**src/rtl/utx_pkg.sv**
```systemverilog
package utx_pkg;

  localparam int UTX_DATA_W = 8;

  typedef struct packed {
    logic [1:0] wlen;
    logic       stop2;
    logic       par_en;
    logic       par_even;
    logic       par_stick;
  } utx_fmt_t;

  function automatic int utx_nbits(logic [1:0] wlen);
    return 5 + int'(wlen);
  endfunction

  function automatic logic utx_parity(logic [UTX_DATA_W-1:0] d, logic [1:0] wlen,
                                      logic even, logic stick);
    logic acc;
    acc = 1'b0;
    for (int i = 0; i < UTX_DATA_W; i++)
      if (i < utx_nbits(wlen)) acc = acc ^ d[i];
    if (stick) return ~even;
    return even ? acc : ~acc;
  endfunction

  function automatic int utx_stop_ticks(logic stop2, logic [1:0] wlen, int osr);
    if (!stop2) return osr;
    if (wlen == 2'b00) return osr + osr / 2;
    return 2 * osr;
  endfunction

  function automatic int utx_frame_ticks(utx_fmt_t f, int osr);
    return (1 + utx_nbits(f.wlen) + int'(f.par_en)) * osr
           + utx_stop_ticks(f.stop2, f.wlen, osr);
  endfunction

endpackage

```
**src/rtl/utx_baud_gen.sv**
```systemverilog
module utx_baud_gen #(
  parameter int DIV_W = 16
) (
  input  logic             clk,
  input  logic             rst_n,
  input  logic             en,
  input  logic [DIV_W-1:0] div,
  output logic             tick
);
  logic [DIV_W-1:0] cnt;
  logic [DIV_W-1:0] lim;

  // A divisor of 0 wraps to all ones, so the period becomes 2**DIV_W clocks.
  assign lim  = div - 1'b1;
  assign tick = en && (cnt == lim);

  always_ff @(posedge clk or negedge rst_n) begin
    if (!rst_n)          cnt <= '0;
    else if (!en || tick) cnt <= '0;
    else                 cnt <= cnt + 1'b1;
  end
endmodule

```
**src/rtl/utx_frame_seq.sv**
```systemverilog
module utx_frame_seq
  import utx_pkg::*;
#(
  parameter int OSR = 16
) (
  input  logic                  clk,
  input  logic                  rst_n,
  input  logic                  accept,
  input  logic [UTX_DATA_W-1:0] data,
  input  utx_fmt_t              fmt,
  input  logic                  tick,
  output logic                  busy,
  output logic                  line_bit,
  output logic                  frame_done
);
  localparam int DATA_W    = UTX_DATA_W;
  localparam int FRAME_W   = DATA_W + 2;
  localparam int MAX_TICKS = (DATA_W + 4) * OSR;
  localparam int TCNT_W    = $clog2(MAX_TICKS);

  logic [FRAME_W-1:0] frame_q;
  logic [TCNT_W-1:0]  tcnt;
  logic [TCNT_W-1:0]  last_q;
  logic               busy_q;
  logic [TCNT_W-1:0]  bidx;

  function automatic logic [FRAME_W-1:0] build_frame(logic [DATA_W-1:0] d, utx_fmt_t f);
    logic [FRAME_W-1:0] v;
    int n;
    n = utx_nbits(f.wlen);
    v = '1;
    v[0] = 1'b0;
    for (int k = 0; k < DATA_W; k++)
      if (k < n) v[k+1] = d[k];
    if (f.par_en) v[n+1] = utx_parity(d, f.wlen, f.par_even, f.par_stick);
    return v;
  endfunction

  always_ff @(posedge clk or negedge rst_n) begin
    if (!rst_n) begin
      busy_q  <= 1'b0;
      tcnt    <= '0;
      last_q  <= '0;
      frame_q <= '1;
    end else if (accept) begin
      busy_q  <= 1'b1;
      tcnt    <= '0;
      last_q  <= TCNT_W'(utx_frame_ticks(fmt, OSR) - 1);
      frame_q <= build_frame(data, fmt);
    end else if (busy_q && tick) begin
      if (tcnt == last_q) begin
        busy_q <= 1'b0;
        tcnt   <= '0;
      end else begin
        tcnt <= tcnt + 1'b1;
      end
    end
  end

  assign bidx = TCNT_W'(int'(tcnt) / OSR);

  always_comb begin
    line_bit = 1'b1;
    for (int j = 0; j < FRAME_W; j++)
      if (int'(bidx) == j) line_bit = frame_q[j];
  end

  assign busy       = busy_q;
  assign frame_done = busy_q && tick && (tcnt == last_q);
endmodule

```
**src/rtl/uart_tx_framer.sv**
```systemverilog
module uart_tx_framer
  import utx_pkg::*;
#(
  parameter int DIV_W = 16,
  parameter int OSR   = 16
) (
  input  logic                  clk,
  input  logic                  rst_n,
  input  logic [DIV_W-1:0]      divisor,
  input  logic [1:0]            word_len,
  input  logic                  stop_sel,
  input  logic                  par_en,
  input  logic                  par_even,
  input  logic                  par_stick,
  input  logic                  brk,
  input  logic                  in_valid,
  input  logic [UTX_DATA_W-1:0] in_data,
  output logic                  in_ready,
  output logic                  txd,
  output logic                  busy
);
  logic             accept_w;
  logic             tick_w;
  logic             done_w;
  logic             line_w;
  logic             busy_w;
  logic [DIV_W-1:0] div_q;
  utx_fmt_t         fmt_w;

  assign fmt_w    = '{wlen: word_len, stop2: stop_sel, par_en: par_en,
                      par_even: par_even, par_stick: par_stick};
  assign in_ready = !busy_w;
  assign accept_w = in_valid && in_ready;

  always_ff @(posedge clk or negedge rst_n) begin
    if (!rst_n)        div_q <= '0;
    else if (accept_w) div_q <= divisor;
  end

  utx_baud_gen #(.DIV_W(DIV_W)) u_baud (
    .clk  (clk),
    .rst_n(rst_n),
    .en   (busy_w),
    .div  (div_q),
    .tick (tick_w)
  );

  utx_frame_seq #(.OSR(OSR)) u_seq (
    .clk       (clk),
    .rst_n     (rst_n),
    .accept    (accept_w),
    .data      (in_data),
    .fmt       (fmt_w),
    .tick      (tick_w),
    .busy      (busy_w),
    .line_bit  (line_w),
    .frame_done(done_w)
  );

  assign busy = busy_w;
  assign txd  = brk ? 1'b0 : (busy_w ? line_w : 1'b1);
endmodule

```
**config.mk**
```make
export PLATFORM = sky130hd
export DESIGN_NAME = uart_tx_framer
export DESIGN_NICKNAME = d
export VERILOG_FILES = /design/src/rtl/utx_pkg.sv /design/src/rtl/utx_baud_gen.sv /design/src/rtl/utx_frame_seq.sv /design/src/rtl/uart_tx_framer.sv
export SDC_FILE = /design/constraint.sdc
export NUM_CORES = 1
export LEC_CHECK = 0
export ABC_AREA = 1
export BUFFER_PORTS_ARGS = -buffer_cell sky130_fd_sc_hd__buf_4
export CORE_ASPECT_RATIO = 1.2
export CORE_UTILIZATION = 50
export CTS_CLUSTER_DIAMETER = 50
export DETAILED_ROUTE_END_ITERATION = 10
export PLACE_DENSITY = 0.69
export SLEW_MARGIN = 20
export SYNTH_ARGS = -nofsm -noshare
export SYNTH_HDL_FRONTEND = slang
export SYNTH_SLANG_ARGS = --single-unit
```
**constraint.sdc**
```tcl
create_clock -name clk -period 2.3 [get_ports clk]
set_input_delay 0.115 -clock clk [delete_from_list [all_inputs] [get_ports clk]]
set_output_delay 0.115 -clock clk [all_outputs]
set_load 0.03 [all_outputs]
```
# After elaboration in Yosys (flattened, before gate mapping)
# Index checks and enable logic that the tools add are counted.
# word_totals
word_cells,136
input_bits,34
output_inout_bits,3
reg_bits,59
# classes
eq_ne,11
n_mux,81
addsub,8
n_lt_le_gt_ge,10
n_reduce_logical,11
n_bitwise,9
# op_table
cell,n
"4-bit by 32-bit less-than comparator with 1-bit output, first input constant",4
1-bit 2-to-1 mux,69
"3-bit by 32-bit less-than comparator with 1-bit output, first input constant",2
"32-bit by 1-bit >= comparator with 1-bit output, second input constant",1
"1-bit by 32-bit less-than comparator with 1-bit output, first input constant",1
"2-bit by 32-bit less-than comparator with 1-bit output, first input constant",1
"32-bit by 6-bit less-than comparator with 1-bit output, second input constant",1
8-bit 2-to-1 mux,4
"4-bit == test, second input constant",6
"16-bit by 1-bit adder with 16-bit output, second input constant",1
16-bit == test,1
16-bit 2-to-1 mux,1
"16-bit by 1-bit subtractor with 16-bit output, second input constant",1
6-bit 2-to-1 mux,2
10-bit bitwise mux,1
10-bit 2-to-1 mux,1
5-bit 2-to-1 mux,2
"8-bit by 1-bit adder with 8-bit output, second input constant",1
8-bit adder,1
"4-bit by 3-bit == test with 1-bit output, second input constant",2
8-bit == test,1
8-bit logical NOT,1
"8-bit by 2-bit subtractor with 8-bit output, second input constant",1
1-bit bitwise XOR,7
other kinds (12),17

# Longest topological paths before layout
# Gate-level depths: netlist of the first run.
# logic_depth
depth_word,40
ltp_mapped,18

# Modules after synthesis
# Synthesis of the first run repeated with hierarchy kept, for this count alone.
# hier_totals
cells_unflattened,561
hier_area_um2,4152.7
# by_module_without_submodules
mod,n_inst,cells_per_inst,area_each_um2
utx_frame_seq,1,268,1949.4
utx_baud_gen,1,220,1506.4
uart_tx_framer,1,73,696.9

# Least setup slack after synthesis of the first run
# Ideal clock, no wire load.
# synth_path
kind,input to register
from,input word_len[0]
to,register u_seq.last_q[7]
path_stages,12
arrival_ns,1.938
n_path_buf,0
path_slack_ns,0.280
setup_time_ns,0.083
path_cell_list,inv_1 -> ha_1 -> xnor2_1 -> ha_1 -> inv_1 -> ha_1 -> inv_1 -> ha_1 -> nand3_1 -> nand2_1 -> xor2_1 -> o21ai_0
# synth_via
elab_chain_cells,9
# synth_rtl
item,line,rtl
from (decl),uart_tx_framer.sv:10,"input logic [1:0] word_len,"
"parallel branches: the longest is 7 deep, another holds 1-bit by 4-bit adder with 5-bit output",-,
8-bit adder *,utx_pkg.sv:35,"+ utx_stop_ticks(f.stop2, f.wlen, osr);"
8-bit by 2-bit subtractor with 8-bit output *,utx_frame_seq.sv:48,"last_q <= TCNT_W'(utx_frame_ticks(fmt, OSR) - 1);"
to (signal assigned),utx_frame_seq.sv:48,
to (decl),utx_frame_seq.sv:23,logic [TCNT_W-1:0] last_q;
# Every way passes the cells marked *. The select of a mux whose other input is x is not followed.
# A chain may end at the register's enable or synchronous reset.

# Worst setup path after layout of the first run
# layout_path
from,register div_q[1]
to,register u_baud.cnt[8]
# layout_via
elab_chain_cells,5
# layout_rtl
item,line,rtl
from (decl),uart_tx_framer.sv:27,logic [DIV_W-1:0] div_q;
from (signal assigned),uart_tx_framer.sv:37,else if (accept_w) div_q <= divisor;
16-bit by 1-bit subtractor with 16-bit output,utx_baud_gen.sv:14,assign lim = div - 1'b1;
16-bit == test,utx_baud_gen.sv:15,assign tick = en && (cnt == lim);
1-bit logical AND,utx_baud_gen.sv:15,
1-bit logical OR,utx_baud_gen.sv:19,else if (!en || tick) cnt <= '0;
16-bit 2-to-1 mux,utx_baud_gen.sv:19,
to (signal assigned),utx_baud_gen.sv:20,else cnt <= cnt + 1'b1;
to (decl),utx_baud_gen.sv:10,logic [DIV_W-1:0] cnt;
# Every way passes these cells.

==> results of run 1 <==
state kept, by name (all words and copies together) (netlist names):
register and count:
u_seq.frame_q 10, u_baud.cnt 16, u_seq.tcnt 8, div_q 16, u_seq.busy 1, u_seq.last_q 6
cells in the final DEF, fill, tap and decap left out, types with 2 or more instances in the layout:
cell type,n
a21oi_1,11
nor3b_1,5
o21ai_0,35
nor2_4,2
buf_4,45
bufinv_16,2
inv_2,3
nor2_2,10
xnor2_1,6
a31oi_1,3
nor3_1,8
nand4_1,10
nand3_1,36
nor2_1,49
nand3b_1,5
inv_1,73
or2_2,2
ha_1,19
dfrtp_1,47
dlygate4sd3_1,15
o22ai_1,2
nand2_1,163
clkbuf_8,9
dfstp_2,10
o21ai_1,2
clkinv_2,5
o21ai_2,6
xor2_1,18
final timing paths:
kind                                         end        startpoint  depth (start not counted)
worst max register to register     u_baud.cnt[8]          div_q[1]                         12
worst max-delay path               u_baud.cnt[8]          div_q[1]                         12
worst min register to register  u_seq.frame_q[5]  u_seq.frame_q[5]                          2
min in group asynchronous               div_q[4]             rst_n                          2
max in group asynchronous          u_seq.tcnt[5]             rst_n                          2
worst min-delay path                    div_q[5]        divisor[5]                          3
repair_timing:
| item | in CTS | in global routing |
|---|---|---|
| endpoints found under the hold margin | 60 | 1 |
| hold buffers | 14 | 1 |
| gates resized for setup | 0 | 6 |
| setup buffers | 0 | 2 |
| endpoints found under the setup margin | 0 | 17 |
layout make-up:
cell class	count	area, sq um	share of cell area, %
clock buffer	9	124	2.63
tap	92	115	2.44
sequential	57	1440	30.6
multi-input combinational	406	2170	46.1
clock inverter	7	85.1	1.81
inverter	77	289	6.14
timing repair buffer	60	488	10.4
routing by layer:
metal / up-vias / share of wire [%]
li1: 1868 / -
met1: 1681 / 42
met2: 74 / 53
met3: 17 / 2.9
met4: 0 / 2.4
met5: - / 0
stage by stage:
step                cell area [sq um]  setup slack (ns)
floorplan                        3920             0.280
global placement                 4310            0.0966
detailed placement               4310            0.0238
CTS                              4660             0.133
global route                     4710           0.00327
finish                           4710             0.182
worst register-to-register path, delay by kind of cell, from the launching register on:
kind | cells | cell delay [ns]
simple gates | 8 | 0.94
fa+ha+maj | 1 | 0.28
buf+inv | 2 | 0.29
flops | 1 | 0.38
xor+xnor | 1 | 0.12
power by group through the flow:
stage | Clock (mW) | Sequential [mW] | Combinational, mW
2_1_floorplan | 0 | 1.66 | 1.38
3_5_place_dp | 0 | 1.75 | 1.81
3_3_place_gp | 0 | 1.74 | 1.75
5_1_grt | 1.07 | 1.79 | 2.15
6_report | 1.02 | 1.74 | 1.86
4_1_cts | 1.04 | 1.74 | 1.83
logic make-up (layout without fill, tap and decap cells):
group,after synthesis,in the layout,share of synthesized area (%)
AO/OA/AOI/OAI,66,66,9.69
XOR/XNOR,24,24,5.36
adder cells (fa/ha/maj),21,21,6.89
buffers and inverters,88,153,8.67
flip-flops,57,57,36.7
AND/OR/NAND/NOR,295,295,32.7
==> metrics.md, run 1 <==
| Metric | Value |
|---|---|
| Slew margin rel. | `about half` |
| GRT Overall Usage | `a little under a quarter` |
| Synth area leaders | `dfrtp_1 (30%), nand2_1 (16%), inv_1 (7.0%)` |
| Switching Share | `40.8%` |
| Iteration-0 DRC Markers | `148` |
| Outcome | `finished clean` |
| Count leader, synth | `nand2_1` |
| Cell-internal power | `roughly 2.7 mW` |
| Worst setup EP type | `flop` |
| Initial Util | `approximately half` |
| WP data required | `2.52 ns` |
| Routed WL per cell | `13.0 um` |
| Cell mode on critical path | `nor2_1` |
| Inserted Clock Buffers | `9` |
| Max-cap violations | `0` |
| Setup CP Type | `flop to flop` |
| Final cell count without fillers | `708` |
| Cells along the critical path | `inv_1 -> ha_2 -> xnor2_1 -> nor2_1 -> nand4_1 -> nor2_1 -> nand3_1 -> nor2_2 -> nand2_1 -> nand2_4 -> buf_4 -> nor3b_1` |
| PortBufs | `36` |
| #FFs+latches synth | `57` |
| Met2 usage | `44.7%` |
| DR vias/cell | `roughly 5` |
| Hold Slack | `0.00179 ns` |
| Tmin final | `2.12 ns` |
| Die area | `around 8000 sq um` |
| Die H | `99.0 um` |
| Sequential share of the synthesized area | `36.7%` |
| Grt met3 use | `4.27%` |
| Max H-tree Level | `3` |
| # clock sinks | `57` |
| ANT cells | `0` |
| Hold Crit Class | `primary input to flop` |
| Final hold vios | `0` |
| # fillers | `735` |
| Clock slew at reported path FFs | `approximately 0.070 ns` |
| Critical Path AT | `around 2.3 ns` |
| 1st-pass router iterations | `4` |
| Clk pwr share | `around 22%` |
| M1 GR Usage | `26.4%` |
| Instance count of the mapped netlist | `551` |
| Commonest cells post-synth | `nand2_1 (163), inv_1 (73), nor2_1 (52)` |
| Final core occ | `61.8%` |
| Leak Pwr | `2.31 nW` |
| Synth-to-layout area growth | `20.0%` |
| Average instance area after synthesis | `7.12 sq um` |
| Combinational power share | `40.3%` |
| Synth area leader | `dfrtp_1` |
| DRT antenna net count | `0` |
| Vias in the first global route | `about 3500` |
| Ys flop type | `dfrtp_1` |
| First-pass GRT wire length | `roughly 16000 um` |
| Worst path max stage delay | `0.38 ns` |
| NetSw | `around 1.9 mW` |
| Clk buf depth | `2` |
| DP HPWL | `6920 um` |
| CP max-delay cell | `dfrtp_1` |
| I/O pin total | `37` |
| Post-synth top area share | `between 20% and 30%` |
| Core area | `7620 sq um` |
| Post-Route Setup TNS | `0 ns` |
| Worst-path fanout max | `11` |
| CTS tree | `yes` |
| Crit start category | `flop` |
| Die X-Extent | `a little over 80 um` |
| Final Max Tran Viols | `0` |
| Family with the most delay on the worst path | `simple AND/OR/NAND/NOR gates` |
| Yosys warnings | `0` |
| Share of layout cells above drive strength 1 | `16.2%` |
| Grt ovf | `0` |
| Pin count of the biggest net entering global routing | `58` |
| Worst-Skew Late Latency | `0.34 ns` |
| Syn Nets | `slightly above 600` |
| Final Cycle Share | `92.1%` |
| Total Wirelength | `9210 um` |
| RSZ-0062 raised after global routing | `no` |
| PwrDens | `979 nW/um^2` |
| Buffers and inverters on the worst path | `2` |
| CTS root buf | `clkbuf_8` |
| Fmax | `roughly 0.47 GHz` |
| Placed Cells | `between 600 and 700` |
| Worst slew pin tran | `0.720 ns` |
| DR DRC count | `0` |
| FFs w/ async S/R, synth | `100%` |
| FP Rows | `35` |
| Number of synthesized flops with an enable pin | `0` |
| Setup Skew | `0.0107 ns` |
| Vias | `3640` |
| Peak supply drop | `about 0.00048 V` |
| Flop-to-flop setup slack | `0.18 ns` |
| GP Congestion | `0.924` |
| Yosys cell types | `40` |
| Post-layout nets | `about 670` |
| Mapped cell area | `between 3000 and 4000 sq um` |
| Final setup fails | `0` |
| Seq pwr share | `between 30% and 40%` |
| Overall Power | `4.61 mW` |
| Grt peak-use layer | `met2` |
| Antenna violations before repair | `0` |
(Power assumes the default switching activity.)
==> run 2, diff against run 1 <==
--- a/config.mk
+++ b/config.mk
@@ -7,11 +7,11 @@
 export LEC_CHECK = 0
 export ABC_AREA = 1
 export BUFFER_PORTS_ARGS = -buffer_cell sky130_fd_sc_hd__buf_4
-export CORE_ASPECT_RATIO = 1.2
 export CORE_UTILIZATION = 50
+export CTS_BUF_LIST = sky130_fd_sc_hd__clkbuf_8
 export CTS_CLUSTER_DIAMETER = 50
 export DETAILED_ROUTE_END_ITERATION = 10
-export PLACE_DENSITY = 0.69
+export PLACE_DENSITY = 0.66
 export SLEW_MARGIN = 20
 export SYNTH_ARGS = -nofsm -noshare
 export SYNTH_HDL_FRONTEND = slang
==> run 2 against run 1 <==
Die area about the same. Worst hold slack better by 0.058 ns. First-iteration DRC count shrank 7.4%. Design area is 1.2% higher. Count of clock-buffer cells in the layout did not move. Sequential power barely moved. Combinational power grew 3%. Total power is 1.3% higher. Critical endpoint is now u_seq.tcnt[3]. Largest power group unchanged.
==> metrics.md, run 2 (synthesis gave the netlist of run 1 again) <==
| Metric | Value |
|---|---|
| Outcome | `finished clean` |
| ANT cells | `0` |
| Die area | `8210 sq um` |
| Combinational power share | `41.1%` |
| Worst-Skew Late Latency | `0.35 ns` |
| Leak Pwr | `2.33 nW` |
| Final setup fails | `0` |
| DP HPWL | `6900 um` |
| Routed WL per cell | `about 13 um` |
| Commonest non-fill, non-tap cell in the layout | `nand2_1` |
| Max H-tree Level | `3` |
| Inserted Clock Buffers | `9` |
| PwrDens | `979 nW/um^2` |
| GP Congestion | `0.853` |
| Peak supply drop | `0.000404 V` |
| Fmax | `0.486 GHz` |
| Setup CP Type | `flop to flop` |
| Tmin final | `roughly 2.1 ns` |
| Seq pwr share | `36.9%` |
| Die H | `just over 90 um` |
| DRT antenna net count | `0` |
| Share of layout cells above drive strength 1 | `16.5%` |
| Hold Crit Class | `primary input to flop` |
| Setup Skew | `0.0117 ns` |
| Grt ovf | `0` |
| Antenna violations before repair | `0` |
| CTS root buf | `clkbuf_8` |
| Die X-Extent | `90.6 um` |
| Clk buf depth | `2` |
| # fillers | `671` |
| Vias in the first global route | `3676` |
| Final Cycle Share | `about nine tenths` |
| 1st-pass router iterations | `4` |
| Cell-internal power | `~2.8 mW` |
| Synth-to-layout area growth | `21.5%` |
| First-pass GRT wire length | `between 15000 and 20000 um` |
| Register area | `1440 sq um` |
| Clock slew at reported path FFs | `0.07 ns` |
| Crit start category | `flop` |
| Switching Share | `40.9%` |
| Post-layout nets | `670` |
| Iteration-0 DRC Markers | `137` |
| Placed cell area | `4330 sq um` |
| WP data required | `2.53 ns` |
| Pin count of the biggest net entering global routing | `58` |
| Max-cap violations | `0` |
| Core area | `7410 sq um` |
| Total Wirelength | `9400 um` |
| Critical Path AT | `2.29 ns` |
| FP Rows | `31` |
| Post-Route Setup TNS | `0 ns` |
| Biggest regs | `div_q: 16 flops, u_baud.cnt: 16 flops, u_seq.frame_q: 10 flops` |
| Commonest cells after routing, fill and taps aside | `nand2_1 (163), inv_1 (74), nor2_1 (49)` |
| Worst setup EP type | `flop` |
| Final Max Tran Viols | `0` |
| GRT Overall Usage | `between 20% and 30%` |
| Cell area after layout | `4770 sq um` |
| DR DRC count | `0` |
| Worst-path fanout max | `14` |
| DR vias/cell | `5.08` |
| Clk pwr share | `22.0%` |
| RSZ-0062 raised after global routing | `no` |
| # clock sinks | `57` |
| I/O pin total | `37` |
| Multi-input gate area | `roughly 2200 sq um` |
| Worst slew pin tran | `just over 0.7 ns` |
| CTS tree | `yes` |
| Final hold vios | `0` |
| PortBufs | `36` |
| Vias | `3651` |
| NetSw | `1.91 mW` |
| Slew margin rel. | `51.9%` |
| Initial Util | `53.0%` |
==> run 2: cell count changes in the layout (fill, tap and decap cells not counted), sizes merged <==
cell | before | now
buf | 45 | 47
inv | 76 | 77
dlygate4sd3 | 15 | 17
clkinv | 6 | 3
clkinvlp | 0 | 1
==> run 2: final timing paths <==
kind / from / endpoint / slack (ns) / cells past startpoint
max: div_q[0] / u_seq.tcnt[3] / 0.24 / 13
min: in_data[1] / u_seq.frame_q[2] / 0.06 / 3
max in group asynchronous: rst_n / u_seq.last_q[5] / 1.46 / 2
min in group asynchronous: rst_n / div_q[8] / 0.35 / 2
max reg2reg: div_q[0] / u_seq.tcnt[3] / 0.24 / 13
min reg2reg: u_seq.frame_q[8] / u_seq.frame_q[8] / 0.47 / 2
==> run 2: repair_timing <==
item                       CTS  global route
setup endpoints to repair    0            20
setup buffers                0             3
gates resized for setup      0             8
hold buffers                17             0
hold endpoints to repair    63             0
==> run 2: area by class of cell <==
class	count	area share (%)
Sequential cell	57	30.2
Timing Repair Buffer	64	11.0
Clock buffer	9	2.60
Tap cell	99	2.60
Clock inverter	6	1.78
Multi-Input combinational cell	406	45.8
Inverter	77	6.06
==> run 2: critical path, cell delays in order (launching register included) <==
cell	delay, ns
dfrtp_1	0.40
inv_2	0.11
ha_4	0.21
xnor2_1	0.11
nor2_1	0.19
nand4_1	0.11
nor2_1	0.09
nand3_1	0.09
nor2_2	0.11
nand2_1	0.09
nand2_4	0.15
nand2_8	0.12
nand2_1	0.08
o21ai_0	0.07
==> run 2: metrics by stage <==
stage | hold WS (ns) | util [%] | worst slack [ns] | std cells | power, mW
3_3_place_gp | 0.213 | 58.4 | 0.0947 | 683 | 3.51
6_report | 0.0596 | 64.3 | 0.244 | 718 | 4.67
2_1_floorplan | -0.181 | - | 0.280 | 551 | 3.03
5_1_grt | 0.0732 | 64.3 | 0.0128 | 718 | 5.07
4_1_cts | 0.0543 | 63.6 | 0.153 | 715 | 4.62
3_5_place_dp | 0.216 | 58.4 | 0.0376 | 683 | 3.56
==> run 2: power by group through the flow <==
stage,clock [mW],combinational [mW],sequential (mW)
finish,1.03,1.92,1.72
global route,1.08,2.22,1.77
CTS,1.04,1.86,1.72
detailed placement,0,1.83,1.73
global placement,0,1.77,1.73
floorplan,0,1.38,1.66
==> run 2: metal layers <==
layer / part of all wire (%) / track usage (%) / vias up
met3: 2.5 / 3.28 / 16
met1: 45 / 30.3 / 1709
met4: 1.9 / 10.3 / 0
li1: - / - / 1878
met2: 51 / 43.8 / 48
met5: 0 / 0 / -
==> run 3, diff against run 2 <==
--- a/config.mk
+++ b/config.mk
@@ -15,4 +15,5 @@
 export SLEW_MARGIN = 20
 export SYNTH_ARGS = -nofsm -noshare
 export SYNTH_HDL_FRONTEND = slang
+export SYNTH_HIERARCHICAL = 1
 export SYNTH_SLANG_ARGS = --single-unit
==> run 3 against run 2 <==
The run now ends with negative setup slack left. Highest routed layer unchanged. Critical path type unchanged. Clock skew about the same. Area after synthesis rose by 5.7%. Via count up 1.1%. First-iteration DRC count is 0.73% lower. Sequential share of layout area fell by 1.8 points.
==> metrics.md, run 3 <==
| Metric | Value |
|---|---|
| Outcome | `finished with violations` |
| Failing checks | `negative setup slack` |
| DR DRC count | `0` |
| Seq pwr share | `44.6%` |
| WP data required | `2.52 ns` |
| Iteration-0 DRC Markers | `136` |
| Vias | `approximately 3700` |
| Pre-CTS setup slack | `-0.134 ns` |
| Initial Util | `52.6%` |
| First-pass GRT wire length | `around 16000 um` |
| Grt ovf | `0` |
| CP max-delay cell | `dfrtp_1` |
| PortBufs | `36` |
| Combinational power share | `12.4%` |
| Routed WL per cell | `13.1 um` |
| DRT antenna net count | `0` |
| Hold Crit Class | `primary input to flop` |
| Die H | `93.1 um` |
| Flop-to-flop setup slack | `-0.1 ns` |
| Syn Nets | `approximately 600` |
| Reg2reg start | `div_q[1]` |
| Total Wirelength | `9650 um` |
| Worst-path fanout max | `5` |
| Yosys warnings | `6` |
| Cells along the critical path | `inv_2 -> ha_4 -> nand3_4 -> nor2_4 -> nand2_1 -> nand2_1 -> nand2_1 -> nor2_1 -> nand2_1 -> nor2_2 -> nand2_2 -> nor2_2 -> nand2_2 -> nand2_2 -> inv_2 -> nor2_4 -> nand2_2 -> nor2_4 -> xor2_1 -> nor2_1` |
| Vias in the first global route | `3601` |
| Peak supply drop | `about 0.00031 V` |
| Worst path max stage delay | `0.43 ns` |
| # clock sinks | `57` |
| I/O pin total | `37` |
| Switching Share | `26.3%` |
| GRT Overall Usage | `23.7%` |
| FP Rows | `32` |
| Final setup fails | `3` |
| Synth-to-layout area growth | `22.2%` |
| Setup Skew | `around 0.012 ns` |
| Final Max Tran Viols | `0` |
| Cell area after layout | `roughly 5100 sq um` |
| Clock slew at reported path FFs | `around 0.08 ns` |
| Overall Power | `2.25 mW` |
| DP HPWL | `slightly below 7000 um` |
| 1st-pass router iterations | `4` |
| Mapped cell area | `4150 sq um` |
| Fmax | `roughly 0.42 GHz` |
| GP Congestion | `about 0.86` |
| Worst-Skew Late Latency | `0.34 ns` |
| Critical Path AT | `2.62 ns` |
| Post-layout nets | `between 600 and 700` |
| Worst slew pin tran | `0.718 ns` |
| Die area | `just under 9000 sq um` |
| Cell-internal power | `1.66 mW` |
| Die X-Extent | `93.1 um` |
| RSZ-0062 raised after global routing | `yes` |
| Worst Setup SP | `div_q[1]` |
| Placed cell area | `4660 sq um` |
| Inserted Clock Buffers | `9` |
| CTS tree | `yes` |
| Leak Pwr | `roughly 2.7 nW` |
| Slew margin rel. | `52.1%` |
| DR vias/cell | `4.99` |
| Core area | `7890 sq um` |
| Instance count of the mapped netlist | `560` |
| Clk pwr share | `about 43%` |
| Clk buf depth | `2` |
| Average instance area after synthesis | `7.41 sq um` |
| Tmin final | `2.40 ns` |
| CTS root buf | `clkbuf_8` |
| Final WS setup | `-0.0983 ns` |
| Final Cycle Share | `104%` |
| Pin count of the biggest net entering global routing | `58` |
| Max-cap violations | `0` |
| Antenna violations before repair | `0` |
| Final hold vios | `0` |
| Biggest regs | `div_q: 16 flops, u_baud/cnt: 16 flops, u_seq/frame_q: 10 flops` |
| Commonest non-fill, non-tap cell in the layout | `nand2_1` |
| Hold_sp | `divisor[5]` |
| Share of layout cells above drive strength 1 | `26.1%` |
| Commonest cells after routing, fill and taps aside | `nand2_1 (143), inv_1 (70), buf_4 (64)` |
| Max H-tree Level | `3` |
| NetSw | `slightly below 0.6 mW` |
| PwrDens | `443 nW/um^2` |
| ANT cells | `0` |
| Crit start category | `flop` |
| Setup CP Type | `flop to flop` |
| Worst setup EP type | `flop` |
==> run 3: what timing repair did <==
action	4_1_cts	5_1_grt
hold buffers	5	1
hold endpoints to repair	51	1
resized for setup	9	18
pin swaps	10	9
setup endpoints to repair	4	9
setup buffers	3	5
==> run 3: critical path, delay by kind of cell (launching register included) <==
kind / cells / cell delay, ns
buffers and inverters: 2 / 0.15
XOR/XNOR: 1 / 0.16
AND/OR/NAND/NOR: 16 / 1.37
adder cells (fa/ha/maj): 1 / 0.16
flip-flops: 1 / 0.43
==> run 3: power groups by stage <==
stage / clock network (mW) / registers, mW / logic, mW
floorplan: 0 / 1.02 / 0.165
global placement: 0 / 1.02 / 0.269
detailed placement: 0 / 1.02 / 0.277
CTS: 0.979 / 1.00 / 0.285
global route: 1.04 / 1.00 / 0.318
finish: 0.964 / 1.00 / 0.279
==> run 3: layout make-up <==
cell class / count / area [sq um]
sequential: 57 / 1440
multi-input combinational: 414 / 2430
clock inverter: 6 / 66.3
clock buffer: 10 / 138
timing repair buffer: 74 / 586
fill: 706 / 2820
inverter: 76 / 288
tap: 102 / 128
==> run 3: worst paths after layout <==
path / end / depth (start not counted)
setup / recovery: u_seq/tcnt[6] / 20
setup reg to reg: u_seq/tcnt[6] / 20
hold reg to reg: u_seq/frame_q[8] / 2
hold / removal: div_q[5] / 3
max in group asynchronous: div_q[9] / 2
min in group asynchronous: div_q[6] / 2
==> run 3: layer usage <==
layer	part of all wire [%]	track usage, %	routed length, um
met5	0	0	0
met3	2.5	4.15	238
met2	53	43.1	5070
met4	1.4	9.87	138
met1	44	27.1	4200
==> run 3: through the flow <==
| step | TNS, ns | hold WS (ns) | std cells | util [%] |
|---|---|---|---|---|
| 4_1_cts | -0.0943 | 0.00119 | 735 | 62.9 |
| 6_report | -0.275 | 0.00639 | 739 | 64.3 |
| 2_1_floorplan | -0.0204 | -0.181 | 560 | - |
| 3_3_place_gp | -0.172 | 0.221 | 711 | 59.1 |
| 3_5_place_dp | -0.370 | 0.227 | 711 | 59.1 |
| 5_1_grt | -1.26 | 0.000415 | 739 | 64.3 |
